File: config.mk
export PLATFORM = sky130hd
export DESIGN_NAME = ptr_agen
export DESIGN_NICKNAME = d
export VERILOG_FILES = /design/src/rtl/ptr_agen_pkg.sv /design/src/rtl/ptr_agen_sel.sv /design/src/rtl/ptr_agen_calc.sv /design/src/rtl/ptr_agen_wb.sv /design/src/rtl/ptr_agen.sv
export SDC_FILE = /design/constraint.sdc
export NUM_CORES = 1
export LEC_CHECK = 0
export ABC_AREA = 0
export ABC_CLOCK_PERIOD_IN_PS = 6600
export BUFFER_PORTS_ARGS = -buffer_cell sky130_fd_sc_hd__buf_2
export CORE_UTILIZATION = 45
export CTS_CLUSTER_SIZE = 24
export DETAILED_ROUTE_END_ITERATION = 6
export HOLD_SLACK_MARGIN = 0.08
export PLACE_DENSITY = 0.7
export RECOVER_POWER = 50
export SYNTH_ARGS = -nofsm -noshare
export SYNTH_HDL_FRONTEND = slang
export SYNTH_SLANG_ARGS = --single-unit
File: constraint.sdc
create_clock -name clk -period 6.6 [get_ports clk]
set_clock_uncertainty 0.2 [all_clocks]
set_input_delay 0.99 -clock clk [delete_from_list [all_inputs] [get_ports clk]]
set_output_delay 0.99 -clock clk [all_outputs]
set_load 0.01 [all_outputs]
File: src/rtl/ptr_agen_pkg.sv
package ptr_agen_pkg;
    parameter int PW = 16;
    parameter int EW = 8;
    parameter int DW = 6;
    localparam int AW = PW + EW;

    typedef enum logic [2:0] {
        M_PLAIN   = 3'd0,
        M_PREDEC  = 3'd1,
        M_POSTINC = 3'd2,
        M_DISP    = 3'd3,
        M_PROGRD  = 3'd4,
        M_PROGST  = 3'd5
    } amode_e;

    typedef enum logic [1:0] {
        SEL_X = 2'd0,
        SEL_Y = 2'd1,
        SEL_Z = 2'd2,
        SEL_Z2 = 2'd3
    } psel_e;

    typedef struct packed {
        logic [AW-1:0] addr;
        logic          lane;
        logic          misalign;
        logic          upd;
        logic [AW-1:0] next;
    } agen_res_t;

    // Add with carry confined to the pointer when the extension is off.
    function automatic logic [AW-1:0] step(input logic [AW-1:0] b,
                                           input logic [AW-1:0] d,
                                           input logic en);
        logic [PW-1:0] lo;
        lo = b[PW-1:0] + d[PW-1:0];
        return en ? (b + d) : {b[AW-1:PW], lo};
    endfunction
endpackage

File: src/rtl/ptr_agen_sel.sv
module ptr_agen_sel
    import ptr_agen_pkg::*;
(
    input  logic [1:0]    ptr_sel,
    input  logic [2:0]    mode,
    input  logic [7:0]    r26, r27, r28, r29, r30, r31,
    input  logic [EW-1:0] x_ext, y_ext, z_ext,
    output psel_e         eff_sel,
    output logic [PW-1:0] ptr,
    output logic [EW-1:0] ext
);
    logic prog;
    assign prog = (mode == M_PROGRD) || (mode == M_PROGST);

    always_comb begin
        eff_sel = prog ? SEL_Z : psel_e'(ptr_sel);
        unique case (eff_sel)
            SEL_X:   begin ptr = {r27, r26}; ext = x_ext; end
            SEL_Y:   begin ptr = {r29, r28}; ext = y_ext; end
            default: begin ptr = {r31, r30}; ext = z_ext; end
        endcase
    end
endmodule

File: src/rtl/ptr_agen_calc.sv
module ptr_agen_calc
    import ptr_agen_pkg::*;
(
    input  logic [PW-1:0] ptr,
    input  logic [EW-1:0] ext,
    input  logic          ext_en,
    input  logic [2:0]    mode,
    input  psel_e         sel,
    input  logic [DW-1:0] disp,
    output agen_res_t     res
);
    logic [AW-1:0] full, aligned, dq;
    assign full    = ext_en ? {ext, ptr} : {{EW{1'b0}}, ptr};
    assign aligned = {full[AW-1:1], 1'b0};
    assign dq      = {{(AW-DW){1'b0}}, disp};

    always_comb begin
        res = '{addr: full, lane: 1'b0, misalign: 1'b0, upd: 1'b0, next: full};
        case (amode_e'(mode))
            M_PREDEC: begin
                res.next = step(full, {AW{1'b1}}, ext_en);
                res.addr = res.next;
                res.upd  = 1'b1;
            end
            M_POSTINC: begin
                res.next = step(full, AW'(1), ext_en);
                res.upd  = 1'b1;
            end
            M_DISP: begin
                if (sel != SEL_X) res.addr = step(full, dq, ext_en);
            end
            M_PROGRD: begin
                res.addr = full >> 1;
                res.lane = full[0];
            end
            M_PROGST: begin
                res.addr     = aligned >> 1;
                res.misalign = full[0];
                res.next     = step(aligned, AW'(2), ext_en);
                res.upd      = 1'b1;
            end
            default: ;
        endcase
    end
endmodule

File: src/rtl/ptr_agen_wb.sv
module ptr_agen_wb
    import ptr_agen_pkg::*;
(
    input  logic          clk,
    input  logic          rst,
    input  logic          load,
    input  logic [1:0]    sel_d,
    input  logic [PW-1:0] ptr_d,
    input  logic [EW-1:0] ext_d,
    output logic          wb_valid,
    output logic [1:0]    wb_sel,
    output logic [PW-1:0] wb_ptr,
    output logic [EW-1:0] wb_ext
);
    always_ff @(posedge clk) begin
        if (rst) begin
            wb_valid <= 1'b0;
            wb_sel   <= '0;
            wb_ptr   <= '0;
            wb_ext   <= '0;
        end else begin
            wb_valid <= load;
            if (load) begin
                wb_sel <= sel_d;
                wb_ptr <= ptr_d;
                wb_ext <= ext_d;
            end
        end
    end


    wb_follows_load_chk: assert property (@(posedge clk) disable iff (rst)
        !load |=> !wb_valid);
endmodule

File: src/rtl/ptr_agen.sv
module ptr_agen
    import ptr_agen_pkg::*;
(
    input  logic          clk,
    input  logic          rst,
    input  logic          strobe,
    input  logic [1:0]    ptr_sel,
    input  logic [2:0]    mode,
    input  logic [DW-1:0] disp,
    input  logic          ext_en,
    input  logic [7:0]    r26,
    input  logic [7:0]    r27,
    input  logic [7:0]    r28,
    input  logic [7:0]    r29,
    input  logic [7:0]    r30,
    input  logic [7:0]    r31,
    input  logic [EW-1:0] x_ext,
    input  logic [EW-1:0] y_ext,
    input  logic [EW-1:0] z_ext,
    output logic [AW-1:0] eff_addr,
    output logic          byte_lane,
    output logic          align_err,
    output logic          wb_valid,
    output logic [1:0]    wb_sel,
    output logic [PW-1:0] wb_ptr,
    output logic [EW-1:0] wb_ext
);
    psel_e         sel;
    logic [PW-1:0] ptr;
    logic [EW-1:0] ext;
    agen_res_t     res;
    logic [EW-1:0] ext_next;

    ptr_agen_sel sel_i (
        .ptr_sel(ptr_sel), .mode(mode),
        .r26(r26), .r27(r27), .r28(r28), .r29(r29), .r30(r30), .r31(r31),
        .x_ext(x_ext), .y_ext(y_ext), .z_ext(z_ext),
        .eff_sel(sel), .ptr(ptr), .ext(ext)
    );

    ptr_agen_calc calc_i (
        .ptr(ptr), .ext(ext), .ext_en(ext_en), .mode(mode),
        .sel(sel), .disp(disp), .res(res)
    );

    assign ext_next  = ext_en ? res.next[AW-1:PW] : ext;
    assign eff_addr  = res.addr;
    assign byte_lane = res.lane;
    assign align_err = strobe & res.misalign;

    ptr_agen_wb wb_i (
        .clk(clk), .rst(rst), .load(strobe & res.upd),
        .sel_d(sel), .ptr_d(res.next[PW-1:0]), .ext_d(ext_next),
        .wb_valid(wb_valid), .wb_sel(wb_sel), .wb_ptr(wb_ptr), .wb_ext(wb_ext)
    );


    predec_wb_chk: assert property (@(posedge clk) disable iff (rst)
        strobe && mode == M_PREDEC |=> wb_valid && wb_ptr == $past(eff_addr[PW-1:0]));

    postinc_wb_chk: assert property (@(posedge clk) disable iff (rst)
        strobe && mode == M_POSTINC |=> wb_valid && wb_ptr == $past(eff_addr[PW-1:0]) + 16'd1);

    plain_no_wb_chk: assert property (@(posedge clk) disable iff (rst)
        strobe && mode == M_PLAIN |=> !wb_valid);

    disp_no_wb_chk: assert property (@(posedge clk) disable iff (rst)
        strobe && mode == M_DISP |=> !wb_valid);

    store_lane_chk: assert property (@(posedge clk) disable iff (rst)
        strobe && mode == M_PROGST |-> !byte_lane);

    store_wb_even_chk: assert property (@(posedge clk) disable iff (rst)
        strobe && mode == M_PROGST |=> wb_valid && wb_sel == 2'd2 && !wb_ptr[0]);
endmodule

; ---- Yosys cells after proc, flatten, opt, wreduce, memory -nomap -nowiden
; Cells that the tools add are included.
[word_totals]
out_inout_bits = 53
input_bits = 87
ff_bits = 27
[op_classes]
n_mux = 14
n_reduce_logical = 4
eq_ne = 6
n_addsub = 8
bitwise_logic = 2
[ops]
columns = op, count
row1 = 24-bit 2-to-1 mux, 6
row2 = 25-bit case mux with 3 select lines, 1
row3 = 24-bit case mux with 3 select lines, 1
row4 = 16-bit case mux with 2 select lines, 1
row5 = 24-bit by 1-bit adder with 24-bit output (second input constant), 1
row6 = 24-bit by 2-bit adder with 24-bit output (second input constant), 1
row7 = 24-bit adder (second input constant), 1
row8 = 24-bit by 6-bit adder with 24-bit output, 1
row9 = 16-bit by 1-bit adder with 16-bit output (second input constant), 1
row10 = 16-bit adder (second input constant), 1
row11 = 16-bit by 2-bit adder with 16-bit output (second input constant), 1
row12 = 16-bit by 6-bit adder with 16-bit output, 1
row13 = 8-bit case mux with 2 select lines, 1
row14 = 8-bit 2-to-1 mux, 1
row15 = 3-bit by 2-bit == test with 1-bit output (second input constant), 2
row16 = 3-bit == test (second input constant), 2
row17 = 3-bit by 1-bit == test with 1-bit output (second input constant), 1
row18 = 1-bit AND, 2
row19 = 2-bit by 1-bit == test with 1-bit output (second input constant), 1
row20 = 2-bit zero test, 1
row21 = 1-bit 2-to-1 mux, 2
row22 = 2-bit 2-to-1 mux, 1
row23 = 2-bit nonzero test, 1
row24 = 2-bit OR reduction, 1
row25 = 1-bit logical OR, 1

; ---- Depth between registers and ports, before layout
[depth]
word_depth = 10
ltp_mapped = 17
mapped_depth_nobuf = 14

; ---- By module
; A second synthesis with hierarchy kept.
[hier_totals]
hier_cells = 685
area_unflattened_um2 = 5121.2
[modules_own_cells]
columns = module, cells_each, area_each_um2, n_inst, seq_area_each_um2
row1 = ptr_agen_calc, 530, 3208.1, 1, 0.0
row2 = ptr_agen_wb, 86, 970.9, 1, 540.5
row3 = ptr_agen_sel, 58, 798.3, 1, 0.0
row4 = ptr_agen, 11, 143.9, 1, 0.0

; ---- Worst setup path before layout
; OpenSTA, ideal clock, no wires.
[synth_timing]
path_type = input to output
startpoint = in ptr_sel[0]
endpoint = out eff_addr[19]
stages = 17
path_slack_ns = 1.255
arrival_ns = 4.155
t_required_ns = 5.410
cell_sequence = buf_6 > buf_6 > buf_2 > mux2i_1 > nor3_1 > a21oi_2 > inv_1 > ha_1 > a21o_1 > a21oi_1 > nor2b_1 > o311ai_1 > nor3_1 > xor2_1 > a222oi_1 > o21bai_1 > buf_4
[synth_rtl]
columns = item, line
row1 = start: declaration, ptr_agen.sv:7  ; input logic [1:0] ptr_sel,
row2 = end: declaration, ptr_agen.sv:20  ; output logic [AW-1:0] eff_addr,

; ---- Final worst setup path
[layout_timing]
startpoint = in mode[1]
endpoint = out eff_addr[20]
[layout_via]
elab_chain_cells = 10
elab_cells_between_ends = 19
cone_classes = add/sub: 2 / eq/ne: 5 / mux: 8 / reduce/logical: 4
[layout_rtl]
columns = item, line
row1 = start: declaration, ptr_agen.sv:8  ; input logic [2:0] mode,
row2 = 3-bit == test, "ptr_agen_sel.sv:13, ptr_agen_calc.sv:19"
row3 = 1-bit logical OR, ptr_agen_sel.sv:13  ; assign prog = (mode == M_PROGRD) || (mode == M_PROGST);
row4 = 2-bit 2-to-1 mux, ptr_agen_sel.sv:16  ; eff_sel = prog ? SEL_Z : psel_e'(ptr_sel);
row5 = 2-bit by 1-bit == test with 1-bit output / 2-bit zero test (equally long branches), ptr_agen_sel.sv:17  ; unique case (eff_sel)
row6 = 16-bit case mux with 2 select lines / 8-bit case mux with 2 select lines (equally long branches), ptr_agen_sel.sv:17
row7 = 24-bit 2-to-1 mux, ptr_agen_calc.sv:13  ; assign full = ext_en ? {ext, ptr} : {{EW{1'b0}}, ptr};
row8 = 24-bit by 6-bit adder with 24-bit output, ptr_agen_pkg.sv:37  ; return en ? (b + d) : {b[AW-1:PW], lo};
row9 = 24-bit 2-to-1 mux, ptr_agen_pkg.sv:37
row10 = 24-bit 2-to-1 mux, ptr_agen_calc.sv:30  ; if (sel != SEL_X) res.addr = step(full, dq, ext_en);
row11 = 24-bit case mux with 3 select lines (*), ptr_agen_calc.sv:19  ; case (amode_e'(mode))
; Mark *: on every way between the ends. The rest lies on a longest branch, timed or not.

==> flow_metrics.env <==
export IMPL_fin_crit_sh_pct=93.64
export IMPL_reg2reg_from="wb_i.wb_ext[7]$_SDFFE_PP0P_"
export IMPL_hp_class="reg -> reg"
export IMPL_dieArea_um2=12030
export IMPL_path_clk_slew_ns=0.06
export IMPL_dpl_hpwl_mm=16.86
export IMPL_yosysWarnings=0
export IMPL_dr_pass1_iters=7
export IMPL_startpoint="mode[1]"
export IMPL_cts_setup_buffers=0
export IMPL_reg2reg_to="wb_i.wb_ext[7]$_SDFFE_PP0P_"
export IMPL_swShare_pct=45.44
export IMPL_core_um2=11080
export IMPL_grt_busiest_layer="met2"
export IMPL_grt_pass1_wl_mm=32.73
export IMPL_via_per_inst=6.580
export IMPL_grt_max_degree=51
export IMPL_post_dp_cell_area_um2=5766
export IMPL_gr_total_overflow=0
export IMPL_drtIter0Drc=759
export IMPL_drive_gt1_share_pct=19.23
export IMPL_reg2reg_depth=3
export IMPL_pin_count=140
export IMPL_syn_area_per_cell_um2=6.783
export IMPL_totalWireLength_mm=21.50
export IMPL_setup_worst_path_end="eff_addr[20]"
export IMPL_grtUsageTotal_pct=35.84
export IMPL_final_hold_viol_count=0
export IMPL_clock_path_buffers=2
export IMPL_cts_hold_buffers=0
export IMPL_cp_end_kind="output pin"
export IMPL_seq_power_share_pct=23.8
export IMPL_num_fill_cells=1224
export IMPL_combinationalPowerShare_pct=58.0
export IMPL_dpl_worst_slack_ns=0.7950
export IMPL_syn_nets=868
export IMPL_place_congestion=0.9917
export IMPL_cts_htree_levels=1
export IMPL_cp_required_ns=5.41
export IMPL_internal_power_uw=408.5
export IMPL_insertion_delay_ns=0.26
export IMPL_timing_max_cap_violations=0
export IMPL_final_common_cell="buf_2"
export IMPL_clockPowerShare_pct=18.2
export IMPL_met2_usage_pct=61.95
export IMPL_status="complete, no violations"
export IMPL_root_buffer="clkbuf_16"
export IMPL_synth_seq_cells=27
export IMPL_drc=0
export IMPL_hold_depth=2
export IMPL_portBuffers=139
export IMPL_yosysSeqAreaShare_pct=10.36
export IMPL_netlist_area_um2=5216
export IMPL_maxSlewHeadroom_pct=20.64
export IMPL_p_sw_uw=340.3
export IMPL_final_nets=953
export IMPL_cts_buffers_inserted=3
export IMPL_grt_setup_unrepaired="no"
export IMPL_use_met1_pct=45.47
export IMPL_holdWs_ns=0.2504
export IMPL_fmaxAchievable_mhz=161.8
export IMPL_die_x_um=109.7
export IMPL_antenna_left=0
export IMPL_cts_tree="built"
export IMPL_most_common_layout_cells="111 x buf_2, 80 x nor2_1, 67 x nand2_1, 66 x a21oi_1, 46 x nor3_1"
export IMPL_synth_flop_cell="dfxtp_1"
export IMPL_synth_edf_count=0
export IMPL_grtUsageMet3_pct=3.260
export IMPL_ir_drop_uv=147.2
export IMPL_power_density_nw_per_um2=129.3
export IMPL_cts_sink_count=27
export IMPL_finalWorstSetupSlack_ns=0.4198
export IMPL_p_leak_nw=2.239
export IMPL_setup_tns_ns=0
export IMPL_synth_cells=769
export IMPL_wl_per_cell_um=21.65
export IMPL_arrival_ns=4.99
export IMPL_antenna_found_initial=0
export IMPL_critPathLaunchType="input pin"
export IMPL_cts_resized_gates=0
export IMPL_setup_violations=0
export IMPL_rrSetupSlack_ns=5.47
export IMPL_die_h_um=109.7
export IMPL_tightestPinTransition_ns=1.157
export IMPL_maxSlewViolCount=0
export IMPL_antenna_cells=0
export IMPL_syn_to_final_growth_pct=11.03
export IMPL_grt_pass1_vias=5959
export IMPL_finish_instance_area_um2=5792
export IMPL_min_period_ns=6.180
export IMPL_layout_cells_non_filler=993
export IMPL_initial_core_util_pct=47.09
export IMPL_crit_type="in -> out"
export IMPL_path_max_fanout=24
export IMPL_vias=6534
export IMPL_yosysUniqueCellTypes=84
export IMPL_placementRows=38
export IMPL_synthArstFlopShare_pct=0
export IMPL_dpl_cell_count=989
==> cell usage after synthesis (10+ instances only) <==
master | instances | area share, %
nor2_1 | 79 | 5.7
nand2_1 | 67 | 4.8
a21oi_1 | 66 | 6.3
nor3_1 | 46 | 4.4
o21ai_0 | 42 | 4.0
nand3_1 | 31 | 3.0
buf_4 | 27 | 3.9
clkbuf_1 | 27 | 1.9
dfxtp_1 | 27 | 10
xnor2_1 | 24 | 4.0
mux2i_1 | 22 | 4.2
o22ai_1 | 16 | 1.9
xor2_1 | 15 | 2.5
buf_2 | 13 | 1.2
a21o_1 | 12 | 1.7
a22oi_1 | 12 | 1.7
inv_1 | 12 | 0.86
ha_1 | 11 | 2.6
a211oi_1 | 10 | 1.4
==> stage by stage <==
step	total power [mW]	utilization (%)
floorplan	0.4817	-
global route	0.7926	52.28
finish	0.7488	52.28
CTS	0.7437	52.76
detailed placement	0.6070	52.04
global placement	0.6089	52.04
==> critical path, stage by stage <==
cell and delay (ns):
buf_2 0.35, nor2b_2 0.13, a2111oi_0 0.70, nor2_1 0.14, clkbuf_1 0.28, inv_2 0.24, ha_1 0.41, inv_1 0.13
o41ai_2 0.43, nand3_1 0.25, nor3_1 0.29, xor2_1 0.27, nand2_1 0.08, a21oi_1 0.14, buf_2 0.14
==> layout make-up <==
type,instances,area (um2),area share [%]
well taps,140,175.2,3.024
inverters,14,52.55,0.9073
flip-flops and latches,27,540.5,9.332
repair buffers,157,788.3,13.61
multi-input cells,651,4156,71.77
clock buffers,4,78.83,1.361
==> cell families (layout without fill, tap and decap cells) <==
group / after synthesis / count (layout) / share of synthesized area, %
flops: 27 / 27 / 10.36
mux: 25 / 25 / 4.869
compound gates: 271 / 271 / 35.76
xor+xnor: 39 / 39 / 6.548
fa+ha+maj: 12 / 12 / 3.022
simple gates: 304 / 304 / 29.62
buf+inv: 91 / 175 / 9.810
==> power groups by stage <==
stage,sequential (mW),clock (mW),combinational (mW)
detailed placement,0.182,0,0.425
global route,0.180,0.146,0.467
finish,0.178,0.136,0.434
global placement,0.182,0,0.427
CTS,0.178,0.138,0.427
floorplan,0.187,0,0.295
==> registers in the layout, indices dropped and copies added, names as in the netlist <==
register / flops
wb_i.wb_sel: 2
wb_i.wb_ext: 8
wb_i.wb_ptr: 16
wb_i.wb_valid: 1
==> per-layer routing <==
layer | routed length [um] | up-vias
met5 | 0 | -
met1 | 8690 | 3001
met3 | 1738 | 62
met2 | 10190 | 408
li1 | - | 3063
met4 | 879 | 0
==> how the worst min path moves through the flow <==
stage	start	endpoint
floorplan	wb_i.wb_ext[4]$_SDFFE_PP0P_	wb_i.wb_ext[4]$_SDFFE_PP0P_
global placement	wb_i.wb_sel[0]$_SDFFE_PP0P_	wb_i.wb_sel[0]$_SDFFE_PP0P_
detailed placement	wb_i.wb_ext[4]$_SDFFE_PP0P_	wb_i.wb_ext[4]$_SDFFE_PP0P_
CTS	wb_i.wb_ext[4]$_SDFFE_PP0P_	wb_i.wb_ext[4]$_SDFFE_PP0P_
global route	wb_i.wb_ext[4]$_SDFFE_PP0P_	wb_i.wb_ext[4]$_SDFFE_PP0P_
finish	wb_i.wb_ext[4]$_SDFFE_PP0P_	wb_i.wb_ext[4]$_SDFFE_PP0P_
Note: power is estimated with default switching activity, not from simulation.
